## src/rtl/pwm_pkg.sv

```systemverilog
package pwm_pkg;

    typedef enum logic [1:0] {
        ACT_NONE = 2'd0,
        ACT_DUTY = 2'd1,
        ACT_PERIOD = 2'd2
    } out_act_t;

    typedef struct packed {
        logic hit_a;
        logic hit_b;
    } match_t;

    function automatic out_act_t resolve_act(input match_t m, input logic frc_a, input logic frc_b);
        if (m.hit_b || frc_b) return ACT_PERIOD;
        if (m.hit_a || frc_a) return ACT_DUTY;
        return ACT_NONE;
    endfunction

endpackage

```

## src/rtl/pwm_counter.sv

```systemverilog
module pwm_counter #(
    parameter int CNT_W = 24
) (
    input  logic             clk,
    input  logic             rst,
    input  logic             tick,
    input  logic             restart,
    output logic [CNT_W-1:0] cnt
);
    localparam logic [CNT_W-1:0] ONE = {{(CNT_W-1){1'b0}}, 1'b1};

    always_ff @(posedge clk) begin
        if (rst) begin
            cnt <= ONE;
        end else if (restart) begin
            cnt <= ONE;
        end else if (tick) begin
            cnt <= cnt + ONE;
        end
    end

    p_hold_r2: assert property (@(posedge clk) disable iff (rst)
        (!tick && !restart) |=> $stable(cnt));

endmodule

```

## src/rtl/pwm_compare.sv

```systemverilog
module pwm_compare
    import pwm_pkg::*;
#(
    parameter int CNT_W = 24
) (
    input  logic             clk,
    input  logic             rst,
    input  logic             tick,
    input  logic [CNT_W-1:0] cnt,
    input  logic             wr_a,
    input  logic             wr_b,
    input  logic [CNT_W-1:0] wr_data,
    input  logic             force_b,
    output match_t           hits
);
    localparam logic [CNT_W-1:0] ONE = {{(CNT_W-1){1'b0}}, 1'b1};

    logic [CNT_W-1:0] duty_stage, per_stage, duty_act, per_act;

    always_comb begin
        hits.hit_a = tick && (cnt == duty_act);
        hits.hit_b = tick && (cnt == per_act);
    end

    always_ff @(posedge clk) begin
        if (rst) begin
            duty_stage <= ONE;
            per_stage <= ONE;
            duty_act <= ONE;
            per_act <= ONE;
        end else begin
            if (wr_a) duty_stage <= wr_data;
            if (wr_b) per_stage <= wr_data;
            if (hits.hit_b) begin
                duty_act <= duty_stage;
                per_act <= per_stage;
            end
        end
    end

    p_shadow_r6: assert property (@(posedge clk) disable iff (rst)
        !hits.hit_b |=> ($stable(duty_act) && $stable(per_act)));

    p_reload_r3: assert property (@(posedge clk) disable iff (rst)
        (hits.hit_b || force_b) |=> (cnt == ONE));

endmodule

```

## src/rtl/pwm_outctl.sv

```systemverilog
module pwm_outctl
    import pwm_pkg::*;
(
    input  logic   clk,
    input  logic   rst,
    input  logic   polarity,
    input  match_t hits,
    input  logic   force_a,
    input  logic   force_b,
    input  logic   odis_en,
    input  logic   odis_in,
    input  logic   flag_clr,
    output logic   pwm_out,
    output logic   flag
);
    out_act_t act;
    logic     dis;

    always_comb begin
        act = resolve_act(hits, force_a, force_b);
        dis = odis_en && odis_in;
    end

    always_ff @(posedge clk) begin
        if (rst) begin
            pwm_out <= polarity;
            flag <= 1'b0;
        end else begin
            if (dis) begin
                pwm_out <= polarity;
            end else if (act == ACT_PERIOD) begin
                pwm_out <= ~polarity;
            end else if (act == ACT_DUTY) begin
                pwm_out <= polarity;
            end
            if (hits.hit_b) begin
                flag <= 1'b1;
            end else if (flag_clr) begin
                flag <= 1'b0;
            end
        end
    end

    p_disable_r7: assert property (@(posedge clk) disable iff (rst)
        dis |=> (pwm_out == $past(polarity)));

    p_flag_set_r11: assert property (@(posedge clk) disable iff (rst)
        hits.hit_b |=> flag);

    p_force_noflag_r10: assert property (@(posedge clk) disable iff (rst)
        (!flag && !hits.hit_b) |=> !flag);

endmodule

```

## src/rtl/pwm_buf_channel.sv

```systemverilog
module pwm_buf_channel
    import pwm_pkg::*;
#(
    parameter int CNT_W = 24
) (
    input  logic             clk,
    input  logic             rst,
    input  logic             polarity,
    input  logic             tick,
    input  logic             wr_a,
    input  logic             wr_b,
    input  logic [CNT_W-1:0] wr_data,
    input  logic             force_a,
    input  logic             force_b,
    input  logic             odis_en,
    input  logic             odis_in,
    input  logic             flag_clr,
    output logic             pwm_out,
    output logic             flag
);
    logic [CNT_W-1:0] cnt;
    match_t           hits;
    logic             restart;

    always_comb restart = hits.hit_b || force_b;

    pwm_counter #(.CNT_W(CNT_W)) u_counter (
        .clk(clk), .rst(rst), .tick(tick), .restart(restart), .cnt(cnt)
    );

    pwm_compare #(.CNT_W(CNT_W)) u_compare (
        .clk(clk), .rst(rst), .tick(tick), .cnt(cnt),
        .wr_a(wr_a), .wr_b(wr_b), .wr_data(wr_data),
        .force_b(force_b), .hits(hits)
    );

    pwm_outctl u_outctl (
        .clk(clk), .rst(rst), .polarity(polarity), .hits(hits),
        .force_a(force_a), .force_b(force_b),
        .odis_en(odis_en), .odis_in(odis_in), .flag_clr(flag_clr),
        .pwm_out(pwm_out), .flag(flag)
    );

endmodule

```

## config.mk

```make
export PLATFORM = sky130hd
export DESIGN_NAME = pwm_buf_channel
export DESIGN_NICKNAME = d
export VERILOG_FILES = /design/src/rtl/pwm_pkg.sv /design/src/rtl/pwm_counter.sv /design/src/rtl/pwm_compare.sv /design/src/rtl/pwm_outctl.sv /design/src/rtl/pwm_buf_channel.sv
export SDC_FILE = /design/constraint.sdc
export NUM_CORES = 1
export LEC_CHECK = 0
export BUFFER_PORTS_ARGS = -buffer_cell sky130_fd_sc_hd__buf_4
export CORE_MARGIN = 3
export CORE_UTILIZATION = 60
export CTS_CLUSTER_DIAMETER = 120
export DETAILED_ROUTE_END_ITERATION = 16
export PLACE_DENSITY = 0.8
export SLEW_MARGIN = 10
export SYNTH_ARGS = -nofsm -noshare
export SYNTH_HDL_FRONTEND = slang
export SYNTH_SLANG_ARGS = --single-unit
```

## constraint.sdc

```tcl
create_clock -name clk -period 4.1 [get_ports clk]
set_input_delay 0.41 -clock clk [delete_from_list [all_inputs] [get_ports clk]]
set_output_delay 0.41 -clock clk [all_outputs]
set_load 0.01 [all_outputs]
```

==> results.json <==
{
  "diodes": 0,
  "fin_crit_ns": 2.59,
  "grt_use_total": 0.232,
  "finClkSkew_ns": 0.00993,
  "cp-end-kind": "flip-flop",
  "clk_path_buf_depth": 2,
  "hold_viol": 0,
  "area_delta_synth_final_pct": 13.9,
  "hpwlAfterDp_um": 7830,
  "synth_cell_types": 34,
  "vdd_drop_max_v": 0.000413,
  "report.final.slew_viol_count": 0,
  "synth_cells": 575,
  "cp.arrival_ns": 3.03,
  "grt-ovfl-total": 0,
  "insertion_delay_ns": 0.52,
  "fin_cells": 709,
  "switchingPower_uw": 1140,
  "io_pins": 37,
  "rows": 34,
  "synth_ff_type": "dfxtp_1",
  "cts_hold_buf": 0,
  "cts_tree": "built",
  "maxCapViolCount": 0,
  "nNetsFinal": 624,
  "ys_async_sr_fraction": 0,
  "yosysSeqAreaShare": 0.436,
  "syn_avg_cell_area_sq_um": 9.79,
  "pwr-share-comb": 0.233,
  "clkPwrFrac": 0.397,
  "vias_per_cell": 5.49,
  "p_leak_uw": 0.00253,
  "tightest_slew_ns": 1.08,
  "die_y_um": 103,
  "critPathMaxStageDelay_ns": 0.76,
  "vias": 3889,
  "critical_path.cell_chain": "xnor2_2 -> nand4_2 -> nor4_4 -> and3_2 -> buf_12 -> mux2i_1",
  "start_kind": "flip-flop",
  "cts.repair.resized": 0,
  "clock_sinks": 122,
  "die_w_um": 103,
  "post-place-ws_ns": 1.56,
  "cp.required_ns": 4.54,
  "synth_enable_flop_cells": 1,
  "path_clk_slew_ns": 0.06,
  "antenna_found_initial": 0,
  "tns_ns": 0,
  "outcome": "finished, final reports clean",
  "placed_cells": 677,
  "grt_max_degree": 146,
  "crit_fanout": 25,
  "min_path_type": "input pin to flip-flop",
  "die_area_sq_um": 10600,
  "setup_viol": 0,
  "cts_root_buf": "clkbuf_8",
  "swShare": 0.298,
  "first_pass_iters": 4,
  "cp_slowest_cell": "and3_2",
  "rsz0062_at_grt": "no",
  "ys_ff_latch": 122,
  "drive_gt1_frac": 0.123,
  "core_sq_um": 8930,
  "min_path_cells": 2,
  "power.density_nw_per_um2": 595,
  "p_int_uw": 2680,
  "place_congestion": 1.00,
  "fin_util": 0.718,
  "period_share": 0.632,
  "drt_iter0_drc": 195,
  "start_util": 0.630,
  "slew_headroom": 0.281,
  "htreeDepth": 4,
  "fin_ws_ns": 1.51,
  "synth_area_sq_um": 5630,
  "ff2ff_path_depth": 6,
  "critPathKind": "flip-flop to flip-flop",
  "finalWirelength_um": 11500,
  "post_cts_buffers": 0,
  "grt_pass1_wl_um": 18700,
  "cts_buffers": 17,
  "port_buffers": 36,
  "fillCellCount": 652,
  "yosysWarningCount": 0,
  "max_freq_mhz": 386,
  "seq_power_share": 0.370,
  "syn-num-nets": 611,
  "ant_nets": 0,
  "grt_pass1_vias": 3822,
  "routedWlPerCell_um": 16.2,
  "drc": 0
}
[path summary, 6_finish.rpt]
| path | slack, ns | end | from |
|---|---|---|---|
| worst min-delay path | 0.12 | u_compare.per_stage[0] | wr_data[0] |
| worst max register to register | 1.51 | u_compare.per_act[1] | u_counter.cnt[2] |
| worst max-delay path | 1.51 | u_compare.per_act[1] | u_counter.cnt[2] |
| worst min register to register | 0.48 | u_compare.duty_act[19] | u_compare.duty_stage[19] |
[cell families after synthesis]
group                      share of synthesized area
AOI/OAI and AO/OA                             0.0118
DFF                                            0.436
muxes                                          0.169
xor gates and xnor gates                       0.113
and+or+nand+nor                                0.222
buffers and inverters                         0.0467
adders and majority gates                    0.00222
[synthesized netlist by cell type (2+ instances only)]
cell type / instances / area [sq um]
xnor2_2: 2 / 32.5
nor2b_1: 3 / 18.8
buf_4: 3 / 22.5
xnor2_1: 37 / 324
nor4_1: 3 / 18.8
nor3_1: 5 / 25.0
a21oi_1: 4 / 20.0
nand2_1: 9 / 33.8
nand3_1: 10 / 50.1
nor2_1: 77 / 289
nand2b_1: 94 / 588
buf_12: 3 / 60.1
dfxtp_1: 121 / 2420
buf_6: 3 / 33.8
and4_1: 3 / 26.3
and3_1: 5 / 31.3
mux2i_1: 95 / 951
xor2_1: 32 / 280
clkbuf_1: 25 / 93.8
buf_2: 9 / 45.0
nand4_1: 18 / 113
a211o_1: 2 / 17.5
[power by group through the flow]
stage,sequential [uW],clock [uW],combinational (uW)
6_report,1410,1520,889
5_1_grt,1420,1590,955
4_1_cts,1410,1530,887
3_5_place_dp,1430,0,886
3_3_place_gp,1430,0,852
2_1_floorplan,1400,0,812
[metal layers]
layer	vias to the layer above	GRT usage	routed length [um]
met5	-	0	0
met4	0	0.0797	216
met3	23	0.0690	579
met2	88	0.358	5370
met1	1845	0.312	5340
li1	1933	-	-
[metrics by stage]
step,cell area [sq um],hold slack (ns),power (uW)
after floorplan,5630,0.451,2220
after global placement,5800,0.459,2280
after detailed placement,5800,0.472,2320
after CTS,6410,0.100,3830
after global routing,6410,0.0949,3960
final,6410,0.116,3810
[area by class of cell]
type                    instances  area, sq um  area share
multi-input cells             408         2920       0.455
flip-flops and latches        122         2450       0.383
clock buffers                  18          418      0.0652
repair buffers                 38          298      0.0464
clock inverters                14          189      0.0295
well taps                     108          135      0.0211
inverters                       1         3.75    0.000585
[state kept, by name (all words and copies together), names as in the netlist]
register	count
u_compare.per_stage	24
u_compare.per_act	24
u_compare.duty_stage	24
u_outctl.pwm_out	1
u_counter.cnt	24
u_compare.duty_act	24
u_outctl.flag	1
[critical path, delay by kind of cell (launching register included)]
kind	cells	cell delay, ns
xor+xnor	1	0.16
buf+inv	1	0.29
flops	1	0.51
mux	1	0.23
simple gates	3	1.29
[placed cells by master, fill, tap and decap left out, types with 2 or more instances in the layout]
cell type	synthesis	final
nand3_1	10	10
buf_4	3	37
xor2_1	32	32
nor3_1	5	5
clkinv_4	0	4
and4_1	3	3
and3_1	5	4
a21oi_1	4	4
nand4_1	18	18
clkbuf_16	0	16
inv_6	0	3
bufinv_16	0	3
mux2i_1	95	95
nor4_1	3	3
inv_8	0	2
a211o_1	2	2
dfxtp_1	121	121
nand2b_1	94	94
xnor2_1	37	37
nand2_1	9	9
clkinvlp_4	0	2
xnor2_2	2	2
nor2b_1	3	3
nor2_1	77	77
Power figures use the tool's default switching activity.
